<file path="src/rtl/tdl_pkg.sv">
package tdl_pkg;

    // Default geometry of the deferral gate
    localparam int unsigned TDL_LVL_W      = 6;
    localparam int unsigned TDL_THR_SMALL  = 14;
    localparam int unsigned TDL_THR_LARGE  = 30;
    localparam int unsigned TDL_QUIET_US   = 64;

    // Registered state of the gate itself
    typedef struct packed {
        logic lock;
    } tdl_gate_state_t;

endpackage

</file>
<file path="src/rtl/tdl_edge.sv">
// Rise detector on the transmitter-empty flag; history resets to "idle".
module tdl_edge (
    input  logic clk_i,
    input  logic rst_ni,
    input  logic lvl_i,
    output logic rise_o
);

    typedef struct packed {
        logic prev;
    } edge_state_t;

    edge_state_t st_d, st_q;

    always_comb begin
        st_d      = st_q;
        st_d.prev = lvl_i;
        rise_o    = lvl_i & ~st_q.prev;
    end

    always_ff @(posedge clk_i or negedge rst_ni) begin
        if (!rst_ni) begin
            st_q.prev <= 1'b1;
        end else begin
            st_q <= st_d;
        end
    end

endmodule

</file>
<file path="src/rtl/tdl_fill_cmp.sv">
// Fill-level comparator; threshold picked by the depth select.
module tdl_fill_cmp #(
    parameter int unsigned LVL_W     = 6,
    parameter int unsigned THR_SMALL = 14,
    parameter int unsigned THR_LARGE = 30
) (
    input  logic             depth32_i,
    input  logic [LVL_W-1:0] level_i,
    output logic             full_o
);

    localparam logic [LVL_W-1:0] ThrS = LVL_W'(THR_SMALL);
    localparam logic [LVL_W-1:0] ThrL = LVL_W'(THR_LARGE);

    logic [LVL_W-1:0] thr;

    always_comb begin
        thr    = depth32_i ? ThrL : ThrS;
        full_o = (level_i >= thr);
    end

endmodule

</file>
<file path="src/rtl/tdl_timer.sv">
// Quiet-time counter in microsecond ticks, reloaded on load or when idle.
module tdl_timer #(
    parameter int unsigned RELOAD = 64
) (
    input  logic clk_i,
    input  logic rst_ni,
    input  logic run_i,
    input  logic load_i,
    input  logic tick_i,
    output logic expire_o
);

    localparam int unsigned CNT_W = $clog2(RELOAD + 1);
    localparam logic [CNT_W-1:0] CntInit = CNT_W'(RELOAD);
    localparam logic [CNT_W-1:0] CntLast = CNT_W'(1);

    typedef struct packed {
        logic [CNT_W-1:0] cnt;
    } tmr_state_t;

    tmr_state_t st_d, st_q;

    always_comb begin
        st_d     = st_q;
        expire_o = 1'b0;
        if (!run_i || load_i) begin
            st_d.cnt = CntInit;
        end else if (tick_i) begin
            if (st_q.cnt == CntLast) begin
                expire_o = 1'b1;
                st_d.cnt = CntInit;
            end else begin
                st_d.cnt = st_q.cnt - CntLast;
            end
        end
    end

    always_ff @(posedge clk_i or negedge rst_ni) begin
        if (!rst_ni) begin
            st_q.cnt <= CntInit;
        end else begin
            st_q <= st_d;
        end
    end

endmodule

</file>
<file path="src/rtl/tdl_gate.sv">
// Transmit deferral gate: top level.
module tdl_gate #(
    parameter int unsigned LVL_W     = tdl_pkg::TDL_LVL_W,
    parameter int unsigned THR_SMALL = tdl_pkg::TDL_THR_SMALL,
    parameter int unsigned THR_LARGE = tdl_pkg::TDL_THR_LARGE,
    parameter int unsigned QUIET_US  = tdl_pkg::TDL_QUIET_US
) (
    input  logic             clk_i,
    input  logic             rst_ni,
    input  logic             us_tick_i,
    input  logic             defer_en_i,
    input  logic             ext_mode_i,
    input  logic             fifo_en_i,
    input  logic             depth32_i,
    input  logic [LVL_W-1:0] fifo_level_i,
    input  logic             fifo_wr_i,
    input  logic             tx_idle_i,
    output logic             tx_go_o
);

    import tdl_pkg::*;

    tdl_gate_state_t st_d, st_q;

    logic armed;
    logic idle_rise;
    logic fill_hit;
    logic quiet_exp;
    logic tmr_run;

    tdl_edge u_edge (
        .clk_i  (clk_i),
        .rst_ni (rst_ni),
        .lvl_i  (tx_idle_i),
        .rise_o (idle_rise)
    );

    tdl_fill_cmp #(
        .LVL_W     (LVL_W),
        .THR_SMALL (THR_SMALL),
        .THR_LARGE (THR_LARGE)
    ) u_fill (
        .depth32_i (depth32_i),
        .level_i   (fifo_level_i),
        .full_o    (fill_hit)
    );

    assign tmr_run = st_q.lock & (fifo_level_i != '0);

    tdl_timer #(
        .RELOAD (QUIET_US)
    ) u_timer (
        .clk_i    (clk_i),
        .rst_ni   (rst_ni),
        .run_i    (tmr_run),
        .load_i   (fifo_wr_i),
        .tick_i   (us_tick_i),
        .expire_o (quiet_exp)
    );

    always_comb begin
        armed = defer_en_i & ext_mode_i & fifo_en_i;
        st_d  = st_q;
        if (!armed) begin
            st_d.lock = 1'b0;
        end else if (st_q.lock) begin
            if (fill_hit || quiet_exp) begin
                st_d.lock = 1'b0;
            end
        end else if (idle_rise) begin
            st_d.lock = 1'b1;
        end
    end

    always_ff @(posedge clk_i or negedge rst_ni) begin
        if (!rst_ni) begin
            st_q.lock <= 1'b0;
        end else begin
            st_q <= st_d;
        end
    end

    assign tx_go_o = ~st_q.lock;

endmodule

</file>
<file path="config.mk">
export PLATFORM = sky130hd
export DESIGN_NAME = tdl_gate
export DESIGN_NICKNAME = d
export VERILOG_FILES = /design/src/rtl/tdl_pkg.sv /design/src/rtl/tdl_edge.sv /design/src/rtl/tdl_fill_cmp.sv /design/src/rtl/tdl_timer.sv /design/src/rtl/tdl_gate.sv
export SDC_FILE = /design/constraint.sdc
export NUM_CORES = 1
export LEC_CHECK = 0
export ABC_AREA = 1
export BUFFER_PORTS_ARGS = -buffer_cell sky130_fd_sc_hd__buf_4
export CAP_MARGIN = 20
export CORE_MARGIN = 5
export CORE_UTILIZATION = 27
export DETAILED_ROUTE_END_ITERATION = 10
export PLACE_DENSITY = 0.51
export SLEW_MARGIN = 20
export SYNTH_ARGS = -nofsm -noshare
export SYNTH_HDL_FRONTEND = slang
export SYNTH_HIERARCHICAL = 1
export SYNTH_SLANG_ARGS = --single-unit
export TNS_END_PERCENT = 20
</file>
<file path="constraint.sdc">
create_clock -name clk_i -period 1.4 [get_ports clk_i]
set_clock_uncertainty 0.15 [all_clocks]
set_input_delay 0.28 -clock clk_i [delete_from_list [all_inputs] [get_ports clk_i]]
set_output_delay 0.28 -clock clk_i [all_outputs]
set_load 0.01 [all_outputs]
</file>
* Word-level counts from Yosys, hierarchy flattened
Cells that the tools add are included.
** Storage, ports and cells
- Logic and storage cells :: 28
- Bits in latches :: 0
- Output and inout bits :: 1
- Bits in registers :: 9
- Memories :: 0
- Memory bits (read-only) :: 0
- Input port bits :: 15
- Bits in writable memories :: 0
** Cells by class
- Equal/unequal tests :: 1
- Divide/modulo/power cells :: 0
- Bitwise logic cells :: 6
- Add/sub/neg operators :: 1
- $lt $le $gt $ge :: 1
- Shift operators :: 0
- Multiply operators :: 0
- Reduce and logical (&&, ||, !) cells :: 5
- Multiplexer cells :: 11
** Operators with widths (count)
- 7-bit 2-to-1 mux :: 3
- 7-bit by 1-bit == test with 1-bit output (second input constant) :: 1
- 1-bit 2-to-1 mux :: 7
- 7-bit by 1-bit subtractor with 7-bit output (second input constant) :: 1
- 6-bit >= comparator :: 1
- 6-bit nonzero test :: 1
- 5-bit 2-to-1 mux :: 1
- 1-bit AND :: 4
- 1-bit logical OR :: 2
- 1-bit inverter :: 2
- 2-bit nonzero test :: 1
- 1-bit logical NOT :: 1

* Depth between registers and ports, before layout
- Depth in word-level cells :: 9
- Gate-level depth with buffers :: 10
- Mapped depth without buffers :: 10

* Hierarchy
The synthesis kept the hierarchy.
** By module, submodules not included
- tdl_timer :: seq. area each 176.4 um^2, cells each 63, instances 1, area an instance 475.5 um^2
- tdl_gate :: seq. area each 25.0 um^2, cells each 13, instances 1, area an instance 80.1 um^2
- tdl_edge :: seq. area each 26.3 um^2, cells each 3, instances 1, area an instance 36.3 um^2
- tdl_fill_cmp :: seq. area each 0.0 um^2, cells each 6, instances 1, area an instance 32.5 um^2

* Worst setup path after synthesis
No wires, ideal clock.
- Kind :: register -> register
- Start point :: reg u_timer/st_q[1] (netlist bit)
- End point :: reg st_q (netlist name)
- Setup time :: 0.118 ns
- Period minus slack after synthesis :: 1.337 ns
- Stages on the path, launching flop included :: 10
- Slack :: 0.063 ns
- Buffers on the path :: 0
- Data required time :: 1.132 ns
- Arrival time :: 1.070 ns
- Cell sequence :: dfrtp_1 > inv_2 > ha_1 > inv_1 > nor2_1 > nand3_2 > nor3_1 > nor2_1 > nand2_1 > a21oi_2
** RTL lines
- from (decl) :: RTL line tdl_timer.sv:21 : tmr_state_t st_d, st_q;
- from (signal assigned) :: RTL line tdl_timer.sv:42 : st_q <= st_d;

==> reports/qor.txt <==
Critical-path top delay cell -> dfrtp_1
met1 usage -> 0.114
Tcrit/Tclk final -> 0.988
gp weighted congestion -> 0.738
Critical R2R Capture -> st_q$_DFF_PN0_
WHS Path Cells -> 3
Finish-stage setup viols -> 0
Max clock buf depth -> 2
delay-heaviest family, CP -> simple AND/OR/NAND/NOR gates
non-filler cells, final -> 140
Distinct cells, synth -> 20
CP Capture Type -> flip-flop
remaining antenna violation count after routing -> 0
Crit Path Category -> flip-flop to flip-flop
DRC violations left -> 0
synthesized cell area -> 624 um^2
cells along the critical path -> inv_2, ha_1, inv_1, nor2_2, nand3_2, nor3_2, nor2_1, nand2_1, a21oi_2
total grt overflow -> 0
Core Footprint -> 0.00221 mm^2
CTS Sinks -> 9
R2R setup slack -> 0.02 ns
Flop pwr share -> 0.476
setup ws final -> 0.0168 ns
Final min period -> 1.38 ns
commonest cells after routing, fill and taps aside -> 21 x buf_4, 17 x nand2_1, 13 x inv_1, 8 x nor2_1
Clock transition at path regs -> 0.06 ns
met2 track demand over resource -> 0.139
Layout Area Growth over Synthesis -> 39.5%
Slew headroom -> 0.866
Total Routing Usage GR -> 0.0908
max incr delay on CP -> 0.37 ns
Seq cells post-synth -> 9
I/O Pins -> 16
Comb power frac -> 0.150
placed insts -> 133
vias per cell -> 4.13
initial drt markers -> 4
GR peak layer -> met2
Peak VDD IR -> 438 uV
switching power total -> 143 uW
GRT met3 Usage -> 0.0134
Synthesized Nets -> 103
CP bufs+invs -> 2
Pins Over Slew Limit -> 0
clk_lat worst skew -> 0.26 ns
Initial Util -> 0.282
Synth area leaders -> dfrtp_1 28%, nand2_1 10%, dfstp_2 8.4%
min-delay src -> ext_mode_i
routed wire length -> 1300 um
Root Buffer -> clkbuf_4
final net count -> 131
H-tree Lvls -> 1
Rows -> 17
worst setup path startpoint -> u_timer/st_q[1]$_DFFE_PN0P_
Yosys Warn Count -> 6
cell area power density -> 649 mW/mm^2
Worst Hold End -> st_q$_DFF_PN0_
Max-Cap Viols -> 0
sw frac -> 0.252
initial antenna violation count -> 0
layout cell share with drive strength beyond 1 -> 0.420
pre-CTS setup slack -> -0.0131 ns
Vias -> 578
leakage -> 0.460 nW
worst path required time -> 1.41 ns
Antenna Cells -> 0
TritonRoute pass-1 iters -> 2
wire per inst -> 9.25 um
clock group share of total power -> 0.373
share of the synthesized area in the top cell type -> 0.281
outcome -> finished, final reports clean
Crit path arrival time -> 1.39 ns
chip width -> 58.1 um
vias in the first global route -> 542
dominant cell type by area after synthesis -> dfrtp_1
Worst-Margin Slew -> 0.201 ns
Die Y -> 58.1 um
Fmax achieved -> 723 MHz
Port-buffer cells -> 15
RSZ-0062 raised after global routing -> true
final hold viol count -> 0
CTS tree -> built
Design Power -> 566 uW
CP Max Fanout -> 4
R2R Path Start -> u_timer/st_q[1]$_DFFE_PN0P_
first-pass GRT wire length -> 2310 um
Cells after Synth -> 85
CTS Buf Count -> 3
largest net degree at the start of global routing -> 10
post-synthesis sequential area ratio -> 0.365
full die area -> 0.00337 mm^2
critical path launch point type -> flip-flop
Worst Hold Class -> input pin to flip-flop
Syn Area/Cell -> 7.35 um^2
commonest non-fill, non-tap cell in the layout -> buf_4
hpwl dp -> 1030 um
R2R cell count -> 9
Internal Pwr Total -> 423 uW
## stage by stage
stage | hold slack [ns] | TNS [ns] | area (um^2) | util
floorplan | -0.166 | 0 | 624 | -
global placement | -0.0377 | -0.0133 | 810 | 0.366
detailed placement | -0.0343 | -0.0160 | 810 | 0.366
CTS | 0.0938 | -0.00244 | 871 | 0.394
global route | 0.103 | -0.379 | 871 | 0.394
finish | 0.107 | 0 | 871 | 0.394
## kinds of logic (layout without fill, tap and decap cells)
family                   after synthesis  after routing  share of synthesized area
adder cells (fa/ha/maj)                3              3                     0.0601
flip-flops                             9              9                      0.365
AO/OA/AOI/OAI                          5              5                     0.0481
XOR/XNOR                               1              1                     0.0140
AND/OR/NAND/NOR                       49             49                      0.405
buffers and inverters                 18             45                      0.108
## cell type report
| cell class | count | area (um^2) |
|---|---|---|
| Fill cell | 232 | 1340 |
| Multi-Input combinational cell | 58 | 337 |
| Sequential cell | 9 | 228 |
| Timing Repair Buffer | 23 | 178 |
| Inverter | 18 | 67.6 |
| Tap cell | 28 | 35.0 |
| Clock buffer | 4 | 26.3 |
## flip-flops by register name, indices dropped and copies added (netlist names)
name and count:
st_q 1, u_edge/st_q 1, u_timer/st_q 7
## synthesized netlist by cell type (all sizes together)
cell and instances:
nand2 20, inv 18, nor2 16, nand3 9, dfrtp 7, ha 3, o21ai 3, dfstp 2
nand4 2, a21oi 1, and2 1, nor3 1, o22ai 1, xor2 1
## power groups by stage
| stage | Sequential, mW | Combinational [mW] | Clock, mW |
|---|---|---|---|
| floorplan | 0.274 | 0.0361 | 0 |
| global placement | 0.274 | 0.0802 | 0 |
| detailed placement | 0.274 | 0.0814 | 0 |
| CTS | 0.269 | 0.0864 | 0.227 |
| global route | 0.270 | 0.0957 | 0.239 |
| finish | 0.269 | 0.0851 | 0.211 |
## routing by layer
metal / vias to the layer above / part of all wire
li1: 314 / -
met4: 0 / 0.022
met2: 9 / 0.47
met1: 251 / 0.47
met5: - / 0
met3: 4 / 0.037
## timing repair
item	in CTS	in global routing
pin swaps	2	0
resized for setup	2	0
endpoints found under the setup margin	1	6
setup buffers	1	0
hold buffers	2	0
endpoints found under the hold margin	10	0
## how the worst max path moves through the flow
stage / end / depth (start not counted) / slack, ns
6_report: st_q$_DFF_PN0_ / 9 / 0.02
5_1_grt: st_q$_DFF_PN0_ / 9 / -0.11
4_1_cts: st_q$_DFF_PN0_ / 9 / -0.002
3_5_place_dp: st_q$_DFF_PN0_ / 9 / -0.01
3_3_place_gp: u_timer/st_q[2]$_DFFE_PN0P_ / 9 / -0.01
2_1_floorplan: st_q$_DFF_PN0_ / 9 / 0.06
## tightest hold or removal path, stage by stage
cell and delay [ns]:
buf_4 0.11, nand3_1 0.07, a21oi_2 0.03
Note: power is estimated with default switching activity, not from simulation.
